[config.mk]
export PLATFORM = sky130hd
export DESIGN_NAME = ecc_syndrome_fixer
export DESIGN_NICKNAME = d
export VERILOG_FILES = /design/src/rtl/ecc_fix_pkg.sv /design/src/rtl/ecc_popcount.sv /design/src/rtl/ecc_unit_classify.sv /design/src/rtl/ecc_syndrome_fixer.sv
export SDC_FILE = /design/constraint.sdc
export NUM_CORES = 1
export LEC_CHECK = 0
export BUFFER_PORTS_ARGS = -buffer_cell sky130_fd_sc_hd__clkbuf_2
export CORE_MARGIN = 10
export CORE_UTILIZATION = 50
export DETAILED_ROUTE_END_ITERATION = 6
export GPL_TIMING_DRIVEN = 0
export PLACE_DENSITY = 0.75
export RECOVER_POWER = 25
export SETUP_SLACK_MARGIN = 0.02
export SYNTH_ARGS = -nofsm -noshare
export SYNTH_HDL_FRONTEND = slang
export SYNTH_SLANG_ARGS = --single-unit
[constraint.sdc]
create_clock -name clk -period 6.6 [get_ports clk]
set_input_delay 0.99 -clock clk [delete_from_list [all_inputs] [get_ports clk]]
set_output_delay 0.99 -clock clk [all_outputs]
set_load 0.005 [all_outputs]
[src/rtl/ecc_fix_pkg.sv]
package ecc_fix_pkg;
  localparam int CODE_W = 24;   // bits of one unit's code word
  localparam int PAR_W  = 11;   // width of each parity half

  typedef enum logic [1:0] {
    ST_CLEAN    = 2'b00,
    ST_FIXED    = 2'b01,
    ST_CODE_ERR = 2'b10,
    ST_UNCORR   = 2'b11
  } ecc_status_e;
endpackage

[src/rtl/ecc_popcount.sv]
module ecc_popcount #(
  parameter int W   = 24,
  parameter int GRP = 4,
  localparam int CNT_W = $clog2(W + 1)
) (
  input  logic [W-1:0]     bits,
  output logic [CNT_W-1:0] ones
);
  localparam int NG    = (W + GRP - 1) / GRP;
  localparam int PART_W = $clog2(GRP + 1);

  logic [NG*GRP-1:0] padded;
  logic [PART_W-1:0] part [NG];

  assign padded = (NG*GRP)'(bits);

  // first level: one small adder per group of bits
  for (genvar g = 0; g < NG; g++) begin : g_grp
    always_comb begin
      part[g] = '0;
      for (int i = 0; i < GRP; i++)
        part[g] = part[g] + PART_W'(padded[g*GRP + i]);
    end
  end

  // second level: sum the group counts
  always_comb begin
    ones = '0;
    for (int g = 0; g < NG; g++)
      ones = ones + CNT_W'(part[g]);
  end
endmodule

[src/rtl/ecc_unit_classify.sv]
module ecc_unit_classify
  import ecc_fix_pkg::*;
#(
  parameter int CW = CODE_W,
  parameter int PW = PAR_W,
  localparam int IDX_W = PW - 3
) (
  input  logic [CW-1:0]    calc,
  input  logic [CW-1:0]    stored,
  output ecc_status_e      status,
  output logic [IDX_W-1:0] byte_idx,
  output logic [7:0]       bit_mask
);
  localparam int CNT_W = $clog2(CW + 1);

  logic [CW-1:0]    syn;
  logic [CNT_W-1:0] ones;
  logic [PW-1:0]    fold_calc, fold_stored, fold_diff;

  assign syn         = calc ^ stored;
  assign fold_calc   = calc[PW-1:0]   ^ calc[2*PW-1:PW];
  assign fold_stored = stored[PW-1:0] ^ stored[2*PW-1:PW];
  assign fold_diff   = fold_calc ^ fold_stored;

  ecc_popcount #(.W(CW), .GRP(4)) i_pop (
    .bits (syn),
    .ones (ones)
  );

  always_comb begin
    if (syn == '0 || calc == '0 || stored == '0)
      status = ST_CLEAN;
    else if (ones == CNT_W'(1))
      status = ST_CODE_ERR;
    else if (ones == CNT_W'(PW) && fold_diff == '1)
      status = ST_FIXED;
    else
      status = ST_UNCORR;
  end

  assign byte_idx = syn[PW-1:3];
  assign bit_mask = 8'b1 << syn[2:0];
endmodule

[src/rtl/ecc_syndrome_fixer.sv]
module ecc_syndrome_fixer
  import ecc_fix_pkg::*;
#(
  parameter int CW = CODE_W,
  parameter int PW = PAR_W,
  localparam int IDX_W  = PW - 3,
  localparam int ADDR_W = IDX_W + 1
) (
  input  logic              clk,
  input  logic              rst_n,
  input  logic              start,
  input  logic              page512,
  input  logic              fix_en,
  input  logic [CW-1:0]     calc_lo,
  input  logic [CW-1:0]     stored_lo,
  input  logic [CW-1:0]     calc_hi,
  input  logic [CW-1:0]     stored_hi,
  output logic [ADDR_W-1:0] buf_addr,
  output logic              buf_rd_en,
  input  logic [7:0]        buf_rdata,
  output logic              buf_wr_en,
  output logic [7:0]        buf_wdata,
  output logic              done,
  output logic [1:0]        status_lo,
  output logic [1:0]        status_hi,
  output logic [IDX_W-1:0]  err_byte_lo,
  output logic [IDX_W-1:0]  err_byte_hi,
  output logic [7:0]        err_mask_lo,
  output logic [7:0]        err_mask_hi,
  output logic              fail
);
  localparam int NUNIT = 2;

  typedef enum logic [2:0] {
    S_IDLE, S_EVAL, S_READ, S_WRITE, S_DONE
  } fix_state_e;

  fix_state_e state_q, state_d;
  logic       unit_q, unit_d;
  logic       ld_en, rec_en, last_unit;
  logic       page512_q, fix_q, fail_q;

  logic [CW-1:0]    calc_q   [NUNIT];
  logic [CW-1:0]    stored_q [NUNIT];
  ecc_status_e      stat_q   [NUNIT];
  logic [IDX_W-1:0] byte_q   [NUNIT];
  logic [7:0]       mask_q   [NUNIT];

  ecc_status_e      cls_status;
  logic [IDX_W-1:0] cls_byte;
  logic [7:0]       cls_mask;
  logic             cls_fixed, cls_bad;

  // one classifier shared by both units
  ecc_unit_classify #(.CW(CW), .PW(PW)) i_cls (
    .calc     (calc_q[unit_q]),
    .stored   (stored_q[unit_q]),
    .status   (cls_status),
    .byte_idx (cls_byte),
    .bit_mask (cls_mask)
  );

  assign cls_fixed = (cls_status == ST_FIXED);
  assign cls_bad   = (cls_status == ST_CODE_ERR) || (cls_status == ST_UNCORR);
  assign last_unit = (unit_q == page512_q);

  // next-state logic
  always_comb begin
    state_d = state_q;
    unit_d  = unit_q;
    ld_en   = 1'b0;
    rec_en  = 1'b0;
    case (state_q)
      S_IDLE: begin
        if (start) begin
          ld_en   = 1'b1;
          unit_d  = 1'b0;
          state_d = S_EVAL;
        end
      end
      S_EVAL: begin
        rec_en = 1'b1;
        if (cls_fixed && fix_q)
          state_d = S_READ;
        else if (last_unit)
          state_d = S_DONE;
        else
          unit_d = 1'b1;
      end
      S_READ:  state_d = S_WRITE;
      S_WRITE: begin
        if (last_unit) begin
          state_d = S_DONE;
        end else begin
          unit_d  = 1'b1;
          state_d = S_EVAL;
        end
      end
      S_DONE:  state_d = S_IDLE;
      default: state_d = S_IDLE;
    endcase
  end

  // registers
  always_ff @(posedge clk or negedge rst_n) begin
    if (!rst_n) begin
      state_q   <= S_IDLE;
      unit_q    <= 1'b0;
      page512_q <= 1'b0;
      fix_q     <= 1'b0;
      fail_q    <= 1'b0;
      for (int u = 0; u < NUNIT; u++) begin
        calc_q[u]   <= '0;
        stored_q[u] <= '0;
        stat_q[u]   <= ST_CLEAN;
        byte_q[u]   <= '0;
        mask_q[u]   <= '0;
      end
    end else begin
      state_q <= state_d;
      unit_q  <= unit_d;
      if (ld_en) begin
        page512_q   <= page512;
        fix_q       <= fix_en;
        fail_q      <= 1'b0;
        calc_q[0]   <= calc_lo;
        stored_q[0] <= stored_lo;
        calc_q[1]   <= calc_hi;
        stored_q[1] <= stored_hi;
        for (int u = 0; u < NUNIT; u++) begin
          stat_q[u] <= ST_CLEAN;
          byte_q[u] <= '0;
          mask_q[u] <= '0;
        end
      end
      if (rec_en) begin
        stat_q[unit_q] <= cls_status;
        byte_q[unit_q] <= cls_fixed ? cls_byte : '0;
        mask_q[unit_q] <= cls_fixed ? cls_mask : '0;
        fail_q         <= fail_q | cls_bad;
      end
    end
  end

  // buffer port: read in S_READ, write back in S_WRITE
  assign buf_addr  = {unit_q, byte_q[unit_q]};
  assign buf_rd_en = (state_q == S_READ);
  assign buf_wr_en = (state_q == S_WRITE);
  assign buf_wdata = buf_rdata ^ mask_q[unit_q];

  assign done        = (state_q == S_DONE);
  assign status_lo   = stat_q[0];
  assign status_hi   = stat_q[1];
  assign err_byte_lo = byte_q[0];
  assign err_byte_hi = byte_q[1];
  assign err_mask_lo = mask_q[0];
  assign err_mask_hi = mask_q[1];
  assign fail        = fail_q;
endmodule


==> metrics.md, run 1 <==
| Metric | Value |
|---|---|
| Status | finished, violations left |
| Failing checks | capacitance limit, slew limit |
| Post-Synth XOR/XNOR Area | around 7.5% |
| Drt initial violations | between 300 and 400 |
| Slew @ Worst Pin | about 2.5 ns |
| Unrepaired setup endpoints after global routing | false |
| Ys flop type | dfrtp_1 |
| Crit path kind | register to register |
| R2R Setup Slk | ~0.35 ns |
| Slew HR | -64.7% |
| I/O Buffers | approximately 170 |
| Synth area leader | dfrtp_1 |
| Post-Synth Adder-Cell Area | between 5 and 6% |
| Synth unique cells | 50 |
| Fin. max-slew vios | 142 |
| CP Capture Type | register |
| Synth-to-Final Area Change | 23.4% |
| TritonCTS Sinks | about 140 |
| Full die area | 19600 sq um |
| Layout cells sized above 1 | between 40% and 50% |
| Crit share post-route | a little over nine tenths |
| CP startpoint kind | register |
| First-pass GRT wire length | between 30000 and 40000 um |
| Largest net degree at the start of global routing | about 100 |
| GRT Overall Usage | between 20% and 30% |
| Max Cap Viol | 2 |
| CP Max Fanout | 10 |
| GPL Wtd Cong | about 0.9 |
| Mapped Nets | ~720 |
| DRT Pass-1 Iters | 5 |
| Clock slew at reported path FFs | roughly 0.06 ns |
| FILL cells | 1109 |
| Max Clk Rate | between 150 and 200 MHz |
| DPL Wire Length | ~16000 um |
| Total number of yosys warnings | 0 |
| Chip Height | between 100 and 150 um |
| Clock buffer depth | 2 |
| Setup bufs post-CTS | 0 |
| Seq/Total Area, Yosys | about half |
| # IOs | around 170 |
| Number of CTS-inserted buffers | 17 |
| Vias in the first global route | 6012 |
| CTS tree | done |
| Final ANT Viol Nets | 0 |
| Initial Utilization | 51.6% |
| Nets | 906 |
| Worst path required time | ~6.9 ns |
| # H-tree levels | 4 |
| Final setup viols | 0 |
| Asr flop ratio synth | between 90% and 100% |
| Clock Latency Late Sink | roughly 0.43 ns |
| Hold-fix buffers, CTS | 0 |
| Wirelength, routed | 20100 um |
| Clock skew | roughly 0.0086 ns |
| Die X | 140 um |
| Number of flops mapped to enable cells by yosys | 0 |
| Main area contributors after synthesis | dfrtp_1 (48%), mux2_2 (17%), xor2_1 (5.5%) |
| Vias per cell | approximately 5.6 |
| Synth Area in Simple Gates | around a tenth |
| Mux cell area share after synthesis | 21.1% |
| Core Box Area | 14000 sq um |
| Fin. Hold Viols | 0 |
| DR vias | roughly 5500 |
| Total negative setup slack | 0 ns |
| Clk root buf | clkbuf_16 |
| Critical Path AT | ~6.6 ns |
| Ant. Diodes | 0 |
| Grt total ovfl | 0 |
| WL/cell | 20.8 um |
| Post-layout minimum cycle time | ~6.3 ns |
| Synth Area in Compound Gates | under 10% |
| Post-synthesis sequential element count | ~140 |
| Row cnt | 43 |
| Hold Crit Class | register to register |
| Initial antenna violation count | 0 |
| Largest family of logic cells by synthesized area | multiplexers |
| Post-synthesis cell count | between 500 and 600 |
| Mean post-synth cell area | approximately 12 sq um |
| Area share of the largest cell type after synthesis | 48.2% |
| Mapped Area | 7210 sq um |
| # DRC | 0 |
-- per-stage QoR --
stage / instance area [sq um] / instances / hold slack [ns] / setup WS, ns / utilization (%)
6_report: 8900 / 967 / 0.510 / 0.347 / 63.6
5_1_grt: 8900 / 967 / 0.531 / 0.0613 / 63.6
4_1_cts: 8910 / 967 / 0.471 / 0.248 / 63.7
3_5_place_dp: 8300 / 935 / 0.500 / 0.282 / 59.3
3_3_place_gp: 8270 / 934 / 0.482 / 0.334 / 59.1
2_1_floorplan: 7210 / 589 / 0.473 / 0.883 / -
-- cells in the final DEF (no fill, tap or decap), types with 5 or more instances in the layout --
cell       netlist  routed
mux2i_2          7       8
inv_1           18      18
o21ai_0         20      20
nand3_1          5       5
clkbuf_16        0      17
ha_1             6       6
o21ai_1         15      15
clkbuf_1        14      17
dfrtp_1        139     138
mux2i_1         23      21
nor3_1           5       5
o22ai_1          5       5
fa_1            17      17
mux2_2         106     106
nor4_1          16      16
a21oi_1          6       5
nand2_1         47      47
xnor2_1         17      17
nor2_1          21      21
clkbuf_2         0     165
xor2_1          45      45
nand4_1          9       9
-- synth_stat cells (all sizes together), types with 6 or more instances --
master	number
nand2	47
inv	18
fa	17
buf	9
xnor2	17
nand4	9
o21ai	35
nor4	18
dfrtp	139
a21oi	6
nor2	21
xor2	45
mux2i	30
clkbuf	14
mux2	106
ha	6
-- per-layer routing --
layer,wire (um),GRT usage [%]
met1,8360,25.0
met2,9550,33.8
met3,1760,6.96
met4,466,7.99
met5,0,0
-- what timing repair did --
| item | CTS | global route |
|---|---|---|
| setup endpoints to repair | 0 | 21 |
| resized for setup | 0 | 5 |
| endpoints found under the hold margin | 0 | 0 |
-- sequential cells by signal (all words and copies together), names as in the netlist --
signal and cells:
err_byte_hi 8, unit_q 1, err_mask_hi 8, page512_q 1, fail 1, status_hi 2, state_q 3, calc_q 48
status_lo 2, err_byte_lo 8, stored_q 48, err_mask_lo 8, fix_q 1
-- kinds of logic (layout without fill, tap and decap cells) --
family / after synthesis / after routing
XOR/XNOR: 62 / 62
AND/OR/NAND/NOR: 129 / 129
buffers and inverters: 41 / 239
adder cells (fa/ha/maj): 23 / 23
flip-flops: 139 / 139
multiplexers: 136 / 136
AO/OA/AOI/OAI: 59 / 59
-- final timing paths --
kind	depth (start not counted)	end	from
max	20	state_q[0]	unit_q
min	2	status_hi[1]	status_hi[1]
max reg2reg	20	state_q[0]	unit_q
min reg2reg	2	status_hi[1]	status_hi[1]
max in group asynchronous	2	calc_q[44]	rst_n
min in group asynchronous	1	err_mask_lo[4]	rst_n
-- critical path, stage by stage (launching register included) --
cell and delay (ns):
dfrtp_2 0.42, buf_6 0.20, buf_6 0.21, mux2i_2 0.35, inv_1 0.13, fa_1 0.58
fa_1 0.46, fa_1 0.51, fa_1 0.55, inv_1 0.05, fa_1 0.49, ha_1 0.17
inv_1 0.06, fa_1 0.43, nor3b_1 0.21, a21oi_1 0.08, nor3_1 0.19, nor2b_1 0.17
nand4_1 0.10, or4_4 0.52, o31a_1 0.25
-- layout make-up --
class	instances	area, sq um	area share (%)
Inverter	18	67.6	0.759
Multi-Input combinational cell	409	3560	40.0
Clock inverter	10	139	1.56
Tap cell	180	225	2.53
Buffer	23	124	1.39
Sequential cell	139	3480	39.1
Clock buffer	22	474	5.33
Timing Repair Buffer	166	830	9.32
Power of run 1 is left out: the tool's default activity adds up to more than one toggle a clock period on the data nets, which glitch-free logic cannot reach.
==> run 2: changes to the inputs <==
- BUFFER_PORTS_ARGS: -buffer_cell sky130_fd_sc_hd__clkbuf_2 -> unset
- CORE_UTILIZATION: 50 -> 57
- DONT_BUFFER_PORTS: unset -> 1
- GPL_TIMING_DRIVEN: 0 -> 1
- PLACE_DENSITY: 0.75 -> 0.72
==> run 2 against run 1 <==
- the flow now finishes without violations
- global-route usage grew 0.055 points
- clock-buffer cell count is 4 lower
- via count down 15%
- final cell count is 19% lower
- design area down 10%
- register-to-register slack gained 0.13 ns
- wire length decreased by 8.7%
- sequential share of layout area rose by 4.6 points
- die area is 11% lower
- first-iteration DRC count down 26%
- fmax grew 2.2%
- non-clock buffer count down 180
- critical endpoint is now unit_q
==> metrics.md, run 2 (synthesis gave the netlist of run 1 again) <==
| Metric | Value |
|---|---|
| Dpl ws | about 0.29 ns |
| Reg area | ~3500 sq um |
| First-pass GRT wire length | approximately 29000 um |
| # IOs | ~170 |
| GRT Overall Usage | a little over a fifth |
| R2R Setup Slk | approximately 0.48 ns |
| WL/cell | approximately 24 um |
| CP Capture Type | register |
| Synth-to-Final Area Change | 10.6% |
| Clock Latency Late Sink | around 0.42 ns |
| Hold Crit Class | primary input to async pin |
| Crit path kind | register to register |
| Max Clk Rate | 163 MHz |
| Final setup viols | 0 |
| Full die area | about 18000 sq um |
| Post-route core utilization | a little under two thirds |
| Crit path depth | 18 |
| Crit path launch | unit_q |
| Chip Height | between 100 and 150 um |
| Delay-heaviest family, CP | adder cells |
| Wirelength, routed | 18400 um |
| Drt initial violations | between 200 and 250 |
| Core Box Area | 12500 sq um |
| DR vias | roughly 4600 |
| Vias in the first global route | between 4000 and 5000 |
| Multi-input logic area | approximately 3600 sq um |
| TritonCTS Sinks | around 140 |
| Slew HR | between 10% and 20% |
| FF-to-FF End | unit_q |
| Worst stage delay on the critical path | approximately 0.71 ns |
| Fin. Hold Viols | 0 |
| Most common cell after layout, fill and taps aside | dfrtp_1 |
| Critical Path Most Common Cell | fa_1 |
| Number of CTS-inserted buffers | 17 |
| CP startpoint kind | register |
| Unrepaired setup endpoints after global routing | false |
| Crit path max-delay cell type | dfrtp_4 |
| Initial antenna violation count | 4 |
| R2r startpoint | unit_q |
| Largest net degree at the start of global routing | 140 |
| Hold WS | approximately 0.26 ns |
| Setup bufs post-CTS | 0 |
| Status | finished clean |
| Clk root buf | clkbuf_16 |
| Biggest regs | calc_q (48), stored_q (48) |
| Total negative setup slack | 0 ns |
| Critical Path AT | roughly 6.4 ns |
| Hold-fix buffers, CTS | 0 |
| Reg2reg path depth | 18 |
| DRT Pass-1 Iters | 4 |
| Max Cap Viol | 0 |
| CP Cell Sequence | mux2i_1 > inv_1 > fa_1 > fa_1 > fa_1 > fa_1 > inv_1 > fa_1 > ha_1 > inv_1 > fa_1 > nor3b_1 > a21oi_1 > nor3_1 > nor2b_1 > nand4_1 > or4_4 > o31a_1 |
| Nets | just over 700 |
| Commonest cells after routing, fill and taps aside | dfrtp_1 (138), mux2_2 (106), nand2_1 (47), xor2_1 (45), mux2i_1 (23) |
| Clock skew | slightly above 0.009 ns |
| Grt total ovfl | 0 |
| Clock slew at reported path FFs | around 0.060 ns |
| CTS tree | done |
| Post-layout minimum cycle time | 6.12 ns |
| GPL Wtd Cong | approximately 0.87 |
| I/O Buffers | 0 |
| CP Max Fanout | 28 |
| Initial Utilization | ~58% |
| # DRC | 0 |
| Crit share post-route | between 90% and 100% |
| CP Buf/Inv Count | 3 |
| Fin. max-slew vios | 0 |
| Layout cells sized above 1 | 27.3% |
| FILL cells | ~1000 |
| DPL Wire Length | approximately 14000 um |
| Die X | 133 um |
| Slew @ Worst Pin | between 1 and 1.5 ns |
| Crit path to | unit_q |
| Worst path required time | 6.90 ns |
| # H-tree levels | 4 |
| Final ANT Viol Nets | 0 |
| Worst setup margin | about 0.48 ns |
| Vias per cell | 5.92 |
| Row cnt | 41 |
| Clock buffer depth | 2 |
run 2: cell count changes in the layout (fill, tap and decap cells not counted), moves of 3 or more:
cell      delta
clkbuf_1    -17
diode_2      +3
clkbuf_2   -165
buf_4        +5
clkinv_4     +3
buf_6        -3
run 2: through the flow:
| stage | std cells | area [sq um] |
|---|---|---|
| floorplan | 589 | 7210 |
| global placement | 747 | 7380 |
| detailed placement | 747 | 7380 |
| CTS | 779 | 7970 |
| global route | 782 | 7980 |
| finish | 782 | 7980 |
run 2: worst min path at each step:
stage / start / end / slack (ns)
after floorplan: status_lo[1] / status_lo[1] / 0.47
after global placement: status_hi[1] / status_hi[1] / 0.52
after detailed placement: status_hi[1] / status_hi[1] / 0.52
after CTS: rst_n / err_mask_hi[1] / 0.25
after global routing: rst_n / err_mask_lo[6] / 0.25
final: rst_n / calc_q[16] / 0.26
run 2: layout make-up:
cell class | instances | share of cell area [%]
multi-input combinational | 409 | 44.5
tap | 172 | 2.70
clock buffer | 18 | 5.51
antenna | 3 | 0.0941
sequential | 139 | 43.6
clock inverter | 14 | 1.84
timing repair buffer | 9 | 0.847
inverter | 18 | 0.847
run 2: per-layer routing:
layer  track usage (%)  routed length [um]
met5                 0                  20
met4              7.27                 337
met3              9.39                1750
met2              33.8                8830
met1              24.0                7440
run 2: what timing repair did:
action,4_1_cts,5_1_grt
gates resized for setup,0,1
endpoints found under the hold margin,0,0
setup endpoints to repair,0,33
Power of run 2 is left out for the same reason.
==> run 3: changes to the inputs <==
- SYNTH_HIERARCHICAL: unset -> 1
==> run 3 against run 2 <==
- worst setup slack worse by 0.14 ns
- fmax is 2.2% lower
- die area is 2.6% higher
- hold slack worse by 0.0069 ns
- register-to-register slack worse by 0.14 ns
- clock-buffer cell count is 4 higher
- first-iteration DRC count is 13% higher
- synthesized cell count is 2.2% lower
- critical path depth is 4 higher
- sequential share of layout area is 1.7 points lower
- wire length is 3.4% lower
==> metrics.md, run 3 <==
| Metric | Value |
|---|---|
| Clock buffer depth | 2 |
| DR vias | 4526 |
| Final setup viols | 0 |
| Number of CTS-inserted buffers | 17 |
| FF-to-FF End | state_q[0] |
| GRT Overall Usage | 20.0% |
| Total negative setup slack | 0 ns |
| Main area contributors after synthesis | dfrtp_1 (47%), mux2_2 (23%), fa_1 (4.6%) |
| Grt total ovfl | 0 |
| CP Max Fanout | 7 |
| Crit path kind | register to register |
| WL/cell | ~23 um |
| Hold-fix buffers, CTS | 0 |
| Wirelength, routed | 17800 um |
| Unrepaired setup endpoints after global routing | false |
| Post-route core utilization | 65.2% |
| Clk root buf | clkbuf_16 |
| Crit path launch | unit_q |
| Slew HR | between 30% and 40% |
| Initial Utilization | between 50% and 60% |
| Chip Height | ~130 um |
| Core Box Area | about 13000 sq um |
| Vias per cell | just under 6 |
| R2r startpoint | unit_q |
| Status | finished clean |
| Seq/Total Area, Yosys | a little under half |
| Mean post-synth cell area | 12.9 sq um |
| DPL Wire Length | about 13000 um |
| Synth unique cells | 44 |
| Synth area leader | dfrtp_1 |
| Final ANT Viol Nets | 0 |
| Crit path max-delay cell type | fa_1 |
| Fin. max-slew vios | 0 |
| Biggest regs | calc_q (48), stored_q (48) |
| Critical Path AT | 6.57 ns |
| Slew @ Worst Pin | between 0.8 and 0.9 ns |
| GPL Wtd Cong | between 0.9 and 1 |
| CTS tree | done |
| Reg2reg path depth | 22 |
| TritonCTS Sinks | ~140 |
| Max Clk Rate | 160 MHz |
| # IOs | approximately 170 |
| Post-synthesis sequential element count | approximately 140 |
| Synth-to-Final Area Change | 11.6% |
| CP startpoint kind | register |
| Row cnt | between 40 and 50 |
| Total number of yosys warnings | 6 |
| Synth cell count leaders | mux2_2 (154), dfrtp_1 (139), inv_1 (53), a32o_1 (32), xnor2_1 (26) |
| Top-count cell post-synth | mux2_2 |
| Crit share post-route | 94.8% |
| Ys flop type | dfrtp_1 |
| Placed Area | 7600 sq um |
| Commonest cells after routing, fill and taps aside | mux2_2 (154), dfrtp_1 (138), inv_1 (53), a32o_1 (32), xnor2_1 (24) |
| Mapped Area | around 7400 sq um |
| Max Cap Viol | 0 |
| Largest net degree at the start of global routing | 140 |
| Vias in the first global route | 4971 |
| R2R Setup Slk | about 0.34 ns |
| Fin. Hold Viols | 0 |
| Area share of the largest cell type after synthesis | around 47% |
| # DRC | 0 |
| Mapped Nets | slightly above 700 |
| Die X | between 100 and 150 um |
| Asr flop ratio synth | 100% |
| Hold Crit Class | primary input to async pin |
| Delay-heaviest family, CP | adder cells |
| First-pass GRT wire length | 28200 um |
| Crit path to | state_q[0] |
| # H-tree levels | 4 |
| Number of flops mapped to enable cells by yosys | 0 |
| CP Capture Type | register |
| Drt initial violations | around 270 |
| Nets | just over 700 |
| CP Buf/Inv Count | 5 |
| Non-Filler Cell Area, Final | 8290 sq um |
| Initial antenna violation count | 1 |
| Layout cells sized above 1 | around 40% |
| Critical Path Most Common Cell | fa_1 |
| Post-synthesis cell count | approximately 580 |
| Ant. Diodes | 0 |
| Worst stage delay on the critical path | between 0.5 and 0.6 ns |
| Worst path required time | ~6.9 ns |
| Clock slew at reported path FFs | about 0.060 ns |
| DRT Pass-1 Iters | 4 |
| Crit path depth | 22 |
| Most common cell after layout, fill and taps aside | mux2_2 |
| CP Cell Sequence | clkbuf_4 > mux2_2 > xnor2_2 > inv_2 > inv_1 > fa_1 > fa_1 > fa_1 > fa_1 > fa_1 > inv_1 > ha_1 > inv_1 > fa_1 > nor2b_1 > o21ai_0 > nand2b_1 > nor3b_2 > a21oi_1 > nor2b_4 > a31oi_1 > o221a_2 |
| Full die area | 18000 sq um |
| Clock Latency Late Sink | 0.43 ns |
| I/O Buffers | 0 |
| Clock skew | approximately 0.0055 ns |
| Post-layout minimum cycle time | around 6.3 ns |
[run 3: area by class of cell]
cell class	count	area (sq um)
fill	983	4430
multi-input combinational	342	3550
sequential	139	3480
clock buffer	22	464
timing repair buffer	26	231
tap	172	215
inverter	55	206
clock inverter	10	141
[run 3: per-stage QoR]
stage	worst slack (ns)	instances	hold slack, ns
finish	0.343	766	0.258
global route	0.0131	766	0.237
CTS	0.0639	763	0.244
detailed placement	-0.0442	730	0.490
global placement	0.217	730	0.484
floorplan	0.0802	576	0.475
[run 3: what timing repair did]
item / in CTS / in global routing
pin swaps: 0 / 2
setup endpoints to repair: 25 / 36
buffers inserted: 1 / 3
gates resized for setup: 0 / 6
[run 3: cell families after synthesis]
kind of cell	share of synthesized area (%)
DFF	46.8
xor gates and xnor gates	5.92
muxes	24.4
adders and majority gates	5.59
AOI/OAI and AO/OA	6.03
and+or+nand+nor	5.15
buffers and inverters	6.13
[run 3: worst min path at each step]
stage | from | slack, ns | to
6_report | rst_n | 0.26 | err_mask_lo[7]
5_1_grt | rst_n | 0.24 | err_mask_lo[1]
4_1_cts | rst_n | 0.24 | err_mask_lo[1]
3_5_place_dp | stored_q[15] | 0.49 | stored_q[15]
3_3_place_gp | stored_q[7] | 0.48 | stored_q[7]
2_1_floorplan | calc_q[0] | 0.47 | calc_q[0]
[run 3: worst register-to-register path: stages, from the launching register on]
cell      delay (ns)
dfrtp_4         0.52
clkbuf_4        0.23
mux2_2          0.38
xnor2_2         0.15
inv_2           0.11
inv_1           0.08
fa_1            0.58
fa_1            0.47
fa_1            0.50
fa_1            0.55
fa_1            0.42
inv_1           0.07
ha_1            0.16
inv_1           0.06
fa_1            0.39
nor2b_1         0.13
o21ai_0         0.08
nand2b_1        0.10
nor3b_2         0.06
a21oi_1         0.43
nor2b_4         0.30
a31oi_1         0.11
o221a_2         0.27
[run 3: per-layer routing]
| layer | global-route usage [%] | wire [um] | vias up |
|---|---|---|---|
| li1 | - | - | 2039 |
| met1 | 22.2 | 6820 | 2302 |
| met2 | 33.5 | 9030 | 162 |
| met3 | 8.63 | 1640 | 21 |
| met4 | 7.07 | 259 | 2 |
| met5 | 0 | 18 | - |
Power of run 3 is left out for the same reason.
